### config.mk
export PLATFORM = sky130hd
export DESIGN_NAME = tsens_seq
export DESIGN_NICKNAME = d
export VERILOG_FILES = /design/src/rtl/tsens_seq.sv
export SDC_FILE = /design/constraint.sdc
export NUM_CORES = 1
export LEC_CHECK = 0
export BUFFER_PORTS_ARGS = -buffer_cell sky130_fd_sc_hd__buf_4
export CAP_MARGIN = 20
export CORE_MARGIN = 2
export CORE_UTILIZATION = 47
export CTS_BUF_LIST = sky130_fd_sc_hd__clkbuf_2 sky130_fd_sc_hd__clkbuf_4 sky130_fd_sc_hd__clkbuf_8
export DETAILED_ROUTE_END_ITERATION = 7
export GPL_TIMING_DRIVEN = 0
export MAX_ROUTING_LAYER = met4
export PLACE_DENSITY = 0.68
export SLEW_MARGIN = 15
export SYNTH_ARGS = -nofsm -noshare
export SYNTH_HDL_FRONTEND = slang
export SYNTH_SLANG_ARGS = --single-unit
### constraint.sdc
create_clock -name clk -period 4.25 [get_ports clk]
set_input_delay 0.85 -clock clk [delete_from_list [all_inputs] [get_ports clk]]
set_output_delay 0.85 -clock clk [all_outputs]
set_load 0.1 [all_outputs]
### src/rtl/tsens_seq.sv
module tsens_seq #(
  parameter int CODE_W = 11,
  parameter int DW     = 8,
  parameter int PER_W  = 3,
  parameter int AW     = 2
) (
  input  logic              clk,
  input  logic              rst_n,
  input  logic [1:0]        pwr_mode,
  input  logic              tick,
  input  logic              wr_en,
  input  logic [AW-1:0]     addr,
  input  logic [DW-1:0]     wdata,
  output logic [DW-1:0]     rdata,
  output logic              sns_req,
  input  logic              sns_done,
  input  logic [CODE_W-1:0] sns_code,
  output logic              sns_pwr_sel,
  output logic              bat_sel,
  output logic              done_irq
);

  localparam int LO_W  = CODE_W - DW;
  localparam int CNT_W = (1 << PER_W) - 1;
  localparam logic [AW-1:0] A_CTRL = AW'(0);
  localparam logic [AW-1:0] A_CFG  = AW'(1);
  localparam logic [AW-1:0] A_RHI  = AW'(2);
  localparam logic [AW-1:0] A_RLO  = AW'(3);
  localparam int START_BIT = 6;
  localparam int BUSY_BIT  = 5;
  localparam int BSEL_BIT  = 4;
  localparam int SUP_BIT   = 0;

  logic              busy_q, start_q, sup_q, bsel_q, irq_q;
  logic [PER_W-1:0]  per_q;
  logic [CNT_W-1:0]  cnt_q;
  logic [CODE_W-1:0] res_q;
  logic [CNT_W:0]    span;

  wire lp_mode  = pwr_mode[1];
  wire ctrl_wr  = wr_en && (addr == A_CTRL);
  wire cfg_wr   = wr_en && (addr == A_CFG);
  wire cmd_go   = ctrl_wr && wdata[START_BIT] && !lp_mode && !busy_q;
  assign span   = (CNT_W+1)'(1) << per_q;
  wire cnt_last = ({1'b0, cnt_q} == (span - 1'b1));
  wire tmr_go   = lp_mode && tick && cnt_last && !busy_q;
  wire launch   = cmd_go || tmr_go;
  wire finish   = busy_q && sns_done;

  wire unused_wbits = &{1'b0, wdata[7], wdata[5], wdata[3]};

  always_ff @(posedge clk or negedge rst_n) begin
    if (!rst_n) begin
      busy_q  <= 1'b0;
      start_q <= 1'b0;
      irq_q   <= 1'b0;
      res_q   <= '0;
      cnt_q   <= '0;
    end else begin
      irq_q <= finish;
      if (launch)      busy_q <= 1'b1;
      else if (finish) busy_q <= 1'b0;
      if (cmd_go)      start_q <= 1'b1;
      else if (finish) start_q <= 1'b0;
      if (finish)      res_q <= sns_code;
      if (!lp_mode)    cnt_q <= '0;
      else if (tick)   cnt_q <= cnt_last ? '0 : cnt_q + 1'b1;
    end
  end

  always_ff @(posedge clk or negedge rst_n) begin
    if (!rst_n) begin
      sup_q  <= 1'b0;
      bsel_q <= 1'b0;
      per_q  <= '0;
    end else begin
      if (ctrl_wr) sup_q <= wdata[SUP_BIT];
      if (cfg_wr) begin
        per_q  <= wdata[PER_W-1:0];
        bsel_q <= wdata[BSEL_BIT];
      end
    end
  end

  always_comb begin
    rdata = '0;
    case (addr)
      A_CTRL: begin
        rdata[START_BIT] = start_q;
        rdata[BUSY_BIT]  = busy_q;
        rdata[SUP_BIT]   = sup_q;
      end
      A_CFG: begin
        rdata[PER_W-1:0] = per_q;
        rdata[BSEL_BIT]  = bsel_q;
      end
      A_RHI: rdata = res_q[CODE_W-1:LO_W];
      A_RLO: rdata[DW-1:DW-LO_W] = res_q[LO_W-1:0];
      default: rdata = '0;
    endcase
  end

  assign sns_req     = busy_q;
  assign bat_sel     = bsel_q;
  assign sns_pwr_sel = (pwr_mode == 2'd1) ? bsel_q : sup_q;
  assign done_irq    = irq_q;

endmodule

# --- After elaboration in Yosys (flattened, before gate mapping) ---
# Index checks and enable logic that the tools add are counted.
# Widths: inputs -> output; s select.
word_totals:
  reg_bits: 26
  input_bits: 28
  out_inout_bits: 12
  wordCells: 45
op_classes:
  n_addsub: 2
  eq_ne: 6
  n_shift: 1
  n_mux: 13
  n_reduce_logical: 15
ops:
  columns: ["operator", "count"]
  rows:
  - ["$mux 7", 3]
  - ["$logic_and 1x1->1", 9]
  - ["$eq 7x8->1", 1]
  - ["$shl 1x3->8 const A", 1]
  - ["$sub 8x1->8 const B", 1]
  - ["$add 7x1->7 const B", 1]
  - ["$pmux 2 s3", 1]
  - ["$mux 1", 5]
  - ["$eq 2x1->1 const B", 2]
  - ["$eq 2x2->1 const B", 2]
  - ["$pmux 1 s2", 2]
  - ["$pmux 2 s2", 1]
  - ["$reduce_bool 2->1", 2]
  - ["$pmux 1 s3", 1]
  - ["$logic_not 1->1", 2]
  - ["$logic_not 2->1", 1]
  - ["$ne 2x1->1 const B", 1]
  - ["$logic_or 1x1->1", 1]

# --- Depth between registers and ports, before layout ---
# Gate-level depths: netlist of the first run.
depth:
  depth_word: 7
  ltp_mapped: 8
  mapped_depth_nobuf: 7

# --- Worst setup path after synthesis of the first run ---
# Ideal clock, no wire load.
synth_path:
  path_kind: "input-to-output"
  from: "in addr[0]"
  to: "out rdata[4]"
  arrival_time_ns: 2.752
  required_ns: 3.400
  setup_slack_ns: 0.648
  stages: 5
  path_buffers: 1
  path_cell_list: "inv_1 -> ha_1 -> clkbuf_1 -> a22oi_1 -> nor2b_1"
synth_via:
  elab_chain_len: 2
  elab_cells_between_ends: 3
  cone_classes: "2 x eq/ne; 1 x mux"
synth_lines:
  columns: ["element", "line_no", "text"]
  rows:
  - ["start, declared", "12", "input logic [AW-1:0] addr,"]
  - ["$eq 2x2->1 or $eq 2x1->1 (tied branches)", "87", "case (addr)"]
  - ["$pmux 1 s2 (*)", "87", null]
  - ["end, declared", "14", "output logic [DW-1:0] rdata,"]
# Every way passes the cells marked *; elsewhere a longest branch is shown, timed or not.

# --- Worst setup path in the final report of the first run ---
layout_path:
  from: "reg per_q[2]"
  to: "reg cnt_q[4]"
layout_via:
  elab_chain_len: 6
layout_lines:
  columns: ["element", "line_no", "text"]
  rows:
  - ["start, declared", "35", "logic [PER_W-1:0] per_q;"]
  - ["start signal, assigned", "79", "per_q <= wdata[PER_W-1:0];"]
  - ["$shl 1x3->8", "44", "assign span = (CNT_W+1)'(1) << per_q;"]
  - ["$sub 8x1->8", "45", "wire cnt_last = ({1'b0, cnt_q} == (span - 1'b1));"]
  - ["$eq 7x8->1", "45", null]
  - ["$mux 7 (2 in series)", "67", "else if (tick) cnt_q <= cnt_last ? '0 : cnt_q + 1'b1;"]
  - ["$mux 7", "66", "if (!lp_mode) cnt_q <= '0;"]
  - ["end signal, assigned", "67", null]
  - ["end, declared", "36", "logic [CNT_W-1:0] cnt_q;"]
# Every way passes these cells. The select of a mux whose other input is x is not followed.
# A chain may end at the register's enable or synchronous reset.

==> results of run 1 <==
-- worst max-delay path, delay by kind of cell, from the launching register on --
family	cells	cell delay, ns
buf+inv	1	0.23
compound gates	1	0.54
simple gates	5	1.82
flops	1	0.43
fa+ha+maj	1	0.28
-- layout make-up --
type                       instances  share of cell area
sequential                        26               0.338
inverter                           4             0.00780
clock inverter                     1              0.0156
buffer                             8              0.0195
multi-input combinational        115               0.438
clock buffer                       3              0.0117
timing repair buffer              36               0.140
tap                               44              0.0286
-- sequential cells by signal (all words and copies together) (netlist names) --
name	flops
sup_q	1
bat_sel	1
start_q	1
sns_req	1
done_irq	1
res_q	11
cnt_q	7
per_q	3
-- how the worst max path moves through the flow --
stage	to	slack, ns	cells past startpoint
finish	cnt_q[4]	0.86	8
global placement	cnt_q[2]	0.96	8
global route	cnt_q[2]	0.75	8
CTS	cnt_q[4]	0.87	8
floorplan	rdata[4]	0.65	5
detailed placement	cnt_q[4]	0.90	8
-- report_power, final --
part | switching, mW | internal [mW]
registers | 0.0411 | 0.315
clock network | 0.0757 | 0.0953
logic | 0.237 | 0.139
-- logic make-up after synthesis --
kind of cell    synth area share
xor+xnor                  0.0170
simple gates               0.218
compound gates             0.129
flops                      0.421
buf+inv                   0.0340
fa+ha+maj                 0.0566
mux                        0.124
-- metrics by stage --
stage,hold WS (ns),instances,instance area [sq um],util,setup WS [ns]
finish,0.408,237,1920,0.620,0.861
detailed placement,0.474,233,1870,0.603,0.896
global route,0.397,237,1920,0.620,0.753
floorplan,0.446,153,1550,-,0.648
CTS,0.406,237,1920,0.620,0.871
global placement,0.475,233,1870,0.603,0.959
-- layer usage --
| layer | share of wire | global-route usage | up-vias |
|---|---|---|---|
| met5 | 0 | - | - |
| met4 | 0.0042 | 0.0395 | 0 |
| met3 | 0.066 | 0.0504 | 2 |
| met2 | 0.48 | 0.328 | 54 |
| met1 | 0.45 | 0.290 | 646 |
| li1 | - | - | 653 |
-- layout by cell type, fill, tap and decap left out, types with 3 or more instances in the layout --
cell type and count:
sky130_fd_sc_hd__nor2_1 8, sky130_fd_sc_hd__nand3_1 10, sky130_fd_sc_hd__and2_1 3, sky130_fd_sc_hd__a222oi_1 3, sky130_fd_sc_hd__dfrtp_1 26, sky130_fd_sc_hd__clkbuf_4 3
sky130_fd_sc_hd__nor2b_1 3, sky130_fd_sc_hd__inv_1 4, sky130_fd_sc_hd__nor3_1 5, sky130_fd_sc_hd__buf_4 38, sky130_fd_sc_hd__a22oi_1 3, sky130_fd_sc_hd__o21ai_0 7
sky130_fd_sc_hd__mux2_2 17, sky130_fd_sc_hd__and3_1 6, sky130_fd_sc_hd__nand4_1 3, sky130_fd_sc_hd__nand2_1 11, sky130_fd_sc_hd__ha_1 7, sky130_fd_sc_hd__clkbuf_1 5
-- synth_stat cells, drive strengths merged, types with 3 or more instances --
| master | n | area, sq um |
|---|---|---|
| ha | 7 | 87.6 |
| and2 | 3 | 18.8 |
| inv | 4 | 15.0 |
| o21ai | 7 | 35.0 |
| and3 | 6 | 37.5 |
| nand4 | 3 | 18.8 |
| nand2 | 11 | 41.3 |
| nor2b | 3 | 18.8 |
| nand3 | 10 | 50.1 |
| dfrtp | 26 | 651 |
| a22oi | 3 | 22.5 |
| nor3 | 5 | 25.0 |
| buf | 3 | 18.8 |
| mux2 | 17 | 191 |
| a222oi | 3 | 30.0 |
| nor2 | 8 | 30.0 |
| clkbuf | 5 | 18.8 |
==> reports/qor.tcl, run 1 <==
set qor(status) {finished, final reports clean}
set qor(synth_cell_types) 41
set qor(cts.hold.buffers_added) 0
set qor(drtIter0Drc) 111
set qor(setup.worst_path.end_class) {flop}
set qor(tightest_slew_ns) 0.548
set qor(cts_sinks) 26
set qor(cts_tree) {built}
set qor(port-buffer-count) 36
set qor(post_detailed_route_wirelength_per_cell_um) 15.2
set qor(vias) 1355
set qor(die_y_um) 61.4
set qor(rr_startpoint) {per_q[2]}
set qor(grt_pass1_wl_mm) 5.71
set qor(die-area_sq_um) 3770
set qor(max_cap_viol_count) 0
set qor(unrepaired_setup_endpoints_after_global_routing) {no}
set qor(power_mw) 0.903
set qor(final-max-slew-violation-count) 0
set qor(overall_global_routing_resource_usage) 0.213
set qor(cts_inserted_buffers) 3
set qor(async_reset_ff_frac) 1.00
set qor(criticalPathCategory) {flop to flop}
set qor(antenna_violating_nets_post_route) 0
set qor(globalRoute.totalOverflow) 0
set qor(drt_drc_violations_left) 0
set qor(cts_buffer_depth) 2
set qor(drt-total-wl_mm) 3.60
set qor(reg2regPathDepth) 8
set qor(io_pins) 40
set qor(clk_transition_reported_paths_ns) 0.15
set qor(cp_cell_sequence) {clkbuf_1 > or3b_2 > ha_1 > nor3b_1 > or4_1 > a2111o_1 > or3b_1 > and3_1}
set qor(max_freq_ghz) 0.295
set qor(layout.nets) 229
set qor(area_growth_pct) 24.4
set qor(synth_fp_nets) 188
set qor(dp_hpwl_mm) 2.73
set qor(regToRegSetupSlack_ns) 0.86
set qor(critPathMaxStageDelay_ns) 0.54
set qor(detail_route.first_pass.iterations) 4
set qor(critical_path_required_ns) 4.48
set qor(startpoint) {per_q[2]}
set qor(filler_cell_count) 287
set qor(register_bit_count_reported_by_yosys) 26
set qor(diodes) 0
set qor(crit-reg2reg-capture) {cnt_q[4]}
set qor(main_flop_type_after_synthesis) {sky130_fd_sc_hd__dfrtp_1}
set qor(p_per_area_nw_per_um2) 469
set qor(grt_pass1_vias) 1240
set qor(post_synth.cell_area_avg_sq_um) 10.1
set qor(ir_drop_v) 0.000280
set qor(setup_viol) 0
set qor(synth-edff-count) 0
set qor(initial_core_utilization) 0.498
set qor(clk_latency_ns) 0.32
set qor(clock_tree_root_driver_cell) {sky130_fd_sc_hd__clkbuf_4}
set qor(multiInputGateArea_sq_um) 843
set qor(setup.worst_path.start_class) {flop}
set qor(clock_tree.htree_level_count) 1
set qor(final.setup_skew_ns) 0.00437
set qor(ff_latch_area_sq_um) 651
set qor(critical_path_at_ns) 3.62
set qor(post_route_cells_drive_above_1_share) 0.316
set qor(gpl.final_weighted_congestion) 0.897
set qor(critical_path_peak_fanout) 10
set qor(core_sq_um) 3100
set qor(num_rows) 20
set qor(finalCriticalPeriod_ns) 3.39
set qor(synth.cell_area_sq_um) 1550
set qor(syn_inst) 153
set qor(final_min_period_over_clock_period) 0.797
set qor(floorplan.die.width_um) 61.4
set qor(cts_resized) 0
set qor(post_cts.repair.setup_buffers) 0
set qor(min_path_type) {primary input to asynchronous set/reset pin}
set qor(synthesis.yosys.warnings) 0
set qor(crit_slowest_cell) {sky130_fd_sc_hd__a2111o_1}
set qor(finalHoldViolCount) 0
set qor(grt_antenna_before_repair) 0
set qor(relSlewSlack) 0.635
set qor(finalSetupTns_ns) 0
set qor(power_leakage_nw) 0.922
set qor(seq_area_frac_synth) 0.421
set qor(vias_per_cell) 5.72
set qor(pin_count_of_the_biggest_net_entering_global_routing) 27
(Power assumes the default switching activity.)
==> run 2: changes to the inputs <==
--- a/config.mk
+++ b/config.mk
@@ -5,6 +5,7 @@
 export SDC_FILE = /design/constraint.sdc
 export NUM_CORES = 1
 export LEC_CHECK = 0
+export ABC_AREA = 1
 export BUFFER_PORTS_ARGS = -buffer_cell sky130_fd_sc_hd__buf_4
 export CAP_MARGIN = 20
 export CORE_MARGIN = 2
@@ -13,7 +14,7 @@
 export DETAILED_ROUTE_END_ITERATION = 7
 export GPL_TIMING_DRIVEN = 0
 export MAX_ROUTING_LAYER = met4
-export PLACE_DENSITY = 0.68
+export PLACE_DENSITY = 0.71
 export SLEW_MARGIN = 15
 export SYNTH_ARGS = -nofsm -noshare
 export SYNTH_HDL_FRONTEND = slang
==> constraint.sdc (replaced) <==
create_clock -name clk -period 2.8 [get_ports clk]
set_input_delay 0.56 -clock clk [delete_from_list [all_inputs] [get_ports clk]]
set_output_delay 0.56 -clock clk [all_outputs]
set_load 0.1 [all_outputs]
==> reports/qor.tcl, run 2 <==
set qor(status) {finished, final reports clean}
set qor(globalRoute.totalOverflow) 0 ;# unchanged
set qor(synth_simple_gate_area_frac) 0.367 ;# +0.149
set qor(post_synth_xor_area_fraction) 0.0276 ;# +0.0106
set qor(setup.worst_path.start_class) {primary input}
set qor(synth_top_area_frac) 0.410 ;# -0.0103
set qor(grt_antenna_before_repair) 0 ;# unchanged
set qor(synthAdderAreaFrac) 0.0552 ;# -0.00139
set qor(syn_inst) 225 ;# +47%
set qor(io_pins) 40 ;# unchanged
set qor(critical_path_required_ns) 2.24 ;# -2.24 ns
set qor(num_rows) 21 ;# +5.0%
set qor(yosys-top-cells-area) {sky130_fd_sc_hd__dfrtp_1 (41%), sky130_fd_sc_hd__nand2_1 (23%), sky130_fd_sc_hd__inv_1 (5.7%)}
set qor(gpl.final_weighted_congestion) 0.833 ;# -7.2%
set qor(diodes) 0 ;# unchanged
set qor(post_route_cells_drive_above_1_share) 0.208 ;# -0.109
set qor(synth-edff-count) 0 ;# unchanged
set qor(pwr-share-clk) 0.181 ;# -0.008
set qor(power_frac_comb) 0.370 ;# -0.046
set qor(register_bit_count_reported_by_yosys) 26 ;# unchanged
set qor(synth_fp_nets) 260 ;# +38%
set qor(critical_path_at_ns) 1.83 ;# -1.79 ns
set qor(critPathTopFamily) {buffers and inverters}
set qor(p_per_area_nw_per_um2) 547 ;# +17%
set qor(synth_top_family_by_area) {simple AND/OR/NAND/NOR gates}
set qor(layoutNonFillerInstCount) 311 ;# +31%
set qor(layout_commonest_cell) {sky130_fd_sc_hd__nand2_1}
set qor(routed.top_layer) {met4}
set qor(overall_global_routing_resource_usage) 0.197 ;# -0.0158
set qor(met3RoutedLength_um) 129 ;# -45%
set qor(dp_worst_setup_slack_ns) 0.390 ;# -0.506 ns
set qor(synth.cell_area_sq_um) 1590 ;# +2.5%
set qor(post-synth-top-area-cell) {sky130_fd_sc_hd__dfrtp_1}
set qor(post_detailed_route_wirelength_per_cell_um) 10.3 ;# -32%
set qor(critical_path_peak_fanout) 8 ;# -2
set qor(vias) 1466 ;# +8.2%
set qor(synth_cell_types) 27 ;# -34%
set qor(finalHoldViolCount) 0 ;# unchanged
set qor(drt-total-wl_mm) 3.22 ;# -11%
set qor(pin_count_of_the_biggest_net_entering_global_routing) 27 ;# unchanged
set qor(clk_latency_ns) 0.33 ;# about the same
set qor(synth.cells.most_frequent) {sky130_fd_sc_hd__nand2_1 (98), sky130_fd_sc_hd__dfrtp_1 (26), sky130_fd_sc_hd__inv_1 (24)}
set qor(routedLengthMet1_mm) 1.41 ;# -12%
set qor(place.detailed.instances) 307 ;# +32%
set qor(tightest_slew_ns) 0.450 ;# -0.0973 ns
set qor(dp_hpwl_mm) 2.56 ;# -6.3%
set qor(synth-compound-area-share) 0.0647 ;# -0.0647
set qor(cts_buffer_depth) 2 ;# unchanged
set qor(power_mw) 1.08 ;# +19%
set qor(area_growth_pct) 24.1
set qor(synthesis.yosys.warnings) 0 ;# unchanged
set qor(reg.largest.list) {res_q x11, cnt_q x7, per_q x3}
set qor(antenna_violating_nets_post_route) 0 ;# unchanged
set qor(min_path_type) {primary input to asynchronous set/reset pin}
set qor(post_route_standard_cell_area_excluding_fillers_sq_um) 1970 ;# +2.2%
set qor(vias_per_cell) 4.71 ;# -18%
set qor(clock_tree_root_driver_cell) {sky130_fd_sc_hd__clkbuf_4}
set qor(fraction_of_power_consumed_by_sequential_logic) 0.449 ;# +0.055
set qor(final_min_period_over_clock_period) 0.854
set qor(async_reset_ff_frac) 1.00 ;# unchanged
set qor(yosysMostFrequentCell) {sky130_fd_sc_hd__nand2_1}
set qor(post-route-worst-setup-slack_ns) 0.409 ;# -0.452 ns
set qor(grt_pass1_vias) 1314 ;# +6.0%
set qor(ir_drop_v) 0.000285 ;# +1.7%
set qor(max_cap_viol_count) 0 ;# unchanged
set qor(relSlewSlack) 0.699 ;# +0.0638
set qor(post_synth.cell_area_avg_sq_um) 7.05 ;# -30%
set qor(final.setup_skew_ns) 0.00434 ;# -0.0000287 ns
set qor(finalCriticalPeriod_ns) 2.39
set qor(criticalPathCategory) {primary input to output pin}
set qor(detail_route.first_pass.iterations) 4 ;# unchanged
set qor(power_leakage_nw) 1.09 ;# +18%
set qor(fin_hold_ws_ns) 0.103 ;# -0.304 ns
set qor(layout.nets) 301 ;# +31%
set qor(main_flop_type_after_synthesis) {sky130_fd_sc_hd__dfrtp_1}
set qor(top_register) {res_q}
set qor(initial_core_utilization) 0.483 ;# -0.0157
set qor(power.share.switching) 0.407 ;# +0.0155
set qor(floorplan.die.width_um) 62.1 ;# +1.2%
set qor(clock_tree.htree_level_count) 1 ;# unchanged
set qor(cts_tree) {built}
set qor(setup.worst_path.end_class) {output pin}
set qor(setup_viol) 0 ;# unchanged
set qor(die-area_sq_um) 3850 ;# +2.3%
set qor(cts_resized) 0 ;# unchanged
set qor(postLayoutCoreUtil) 0.599 ;# -0.0213
set qor(cts.hold.buffers_added) 0 ;# unchanged
set qor(core_sq_um) 3280 ;# +5.8%
set qor(seq_area_frac_synth) 0.410 ;# -0.0103
set qor(critPathMaxStageDelay_ns) 0.28 ;# -0.26 ns
set qor(most-common-layout-cells) {sky130_fd_sc_hd__nand2_1 (98), sky130_fd_sc_hd__buf_4 (36), sky130_fd_sc_hd__dfrtp_1 (26), sky130_fd_sc_hd__inv_1 (24), sky130_fd_sc_hd__nor2_1 (17)}
set qor(final-max-slew-violation-count) 0 ;# unchanged
set qor(cts_inserted_buffers) 3 ;# unchanged
set qor(switchingPower_mw) 0.438 ;# +24%
set qor(cts_sinks) 26 ;# unchanged
set qor(port-buffer-count) 36 ;# unchanged
set qor(drtIter0Drc) 68 ;# -39%
set qor(crit_slowest_cell) {sky130_fd_sc_hd__buf_4}
set qor(post_dp_cell_area_sq_um) 1930 ;# +3.1%
set qor(die_y_um) 62.1 ;# +1.2%
set qor(post_cts.repair.setup_buffers) 0 ;# unchanged
set qor(max_freq_ghz) 0.418
set qor(post_synth_mux_area_share) 0 ;# -0.124
set qor(cp_cell_sequence) {buf_4 > inv_1 > ha_1 > clkbuf_1 > nand2_1 > a31o_2 > inv_1 > buf_4}
set qor(worst_path_bufs_invs) 5 ;# +4
set qor(largest_register_ff_count) 11 ;# unchanged
set qor(unrepaired_setup_endpoints_after_global_routing) {no}
set qor(grt_pass1_wl_mm) 5.45 ;# -4.5%
set qor(drt_drc_violations_left) 0 ;# unchanged
set qor(finalSetupTns_ns) 0 ;# unchanged
set qor(p_int_mw) 0.638 ;# +16%
set qor(met2_wirelength_mm) 1.63 ;# -6.4%
set qor(clk_transition_reported_paths_ns) 0.14 ;# about the same
-- run 2: cell types whose count changed in the layout (fill, tap and decap cells not counted), sizes merged, moves of 6 or more --
cell,before,now
a21oi,1,10
and3,6,0
inv,4,26
mux2,17,0
nand2,11,100
nor2,8,19
-- run 2: final timing paths --
check                            startpoint   endpoint  slack, ns  depth (start not counted)
worst max-delay path                addr[0]   rdata[0]       0.41                          8
worst min-delay path                  rst_n   cnt_q[0]       0.10                          1
worst max register to register     per_q[2]   cnt_q[5]       0.88                         11
worst min register to register     res_q[3]   res_q[3]       0.50                          2
max in group asynchronous             rst_n  res_q[10]       2.45                          1
min in group clk                sns_code[7]   res_q[7]       0.41                          3
-- run 2: power groups by stage --
stage | Combinational [mW] | Sequential [mW] | Clock (mW)
2_1_floorplan | 0.288 | 0.502 | 0
3_3_place_gp | 0.395 | 0.490 | 0
3_5_place_dp | 0.400 | 0.491 | 0
4_1_cts | 0.401 | 0.483 | 0.199
5_1_grt | 0.440 | 0.491 | 0.216
6_report | 0.398 | 0.483 | 0.195
-- run 2: cell type report --
class                   count  area [sq um]
clock buffers               4          36.3
multi-input cells         168           833
repair buffers             36           270
plain buffers               4          17.5
fillers                   325          1320
inverters                  27           101
flip-flops and latches     26           651
well taps                  46          57.6
-- run 2: per-layer routing --
| layer | vias up | global-route usage |
|---|---|---|
| met4 | 0 | 0.0638 |
| met5 | - | - |
| li1 | 784 | - |
| met2 | 27 | 0.339 |
| met1 | 649 | 0.234 |
| met3 | 6 | 0.0311 |
-- run 2: worst register-to-register path, cell delays in order, from the launching register on --
cell and delay, ns:
sky130_fd_sc_hd__dfrtp_1 0.48, sky130_fd_sc_hd__nor2_1 0.21, sky130_fd_sc_hd__nand2_1 0.10, sky130_fd_sc_hd__ha_1 0.28, sky130_fd_sc_hd__nor2_1 0.16, sky130_fd_sc_hd__nor2_1 0.06
sky130_fd_sc_hd__nand2_1 0.07, sky130_fd_sc_hd__nand3_2 0.10, sky130_fd_sc_hd__nor2_4 0.12, sky130_fd_sc_hd__nand3_4 0.11, sky130_fd_sc_hd__nand2_1 0.08, sky130_fd_sc_hd__nand2_1 0.05
-- run 2: cell families (layout without fill, tap and decap cells) --
group           Yosys count  count (layout)
xor+xnor                  5               5
buf+inv                  31              71
simple gates            138             138
compound gates           18              18
fa+ha+maj                 7               7
flops                    26              26
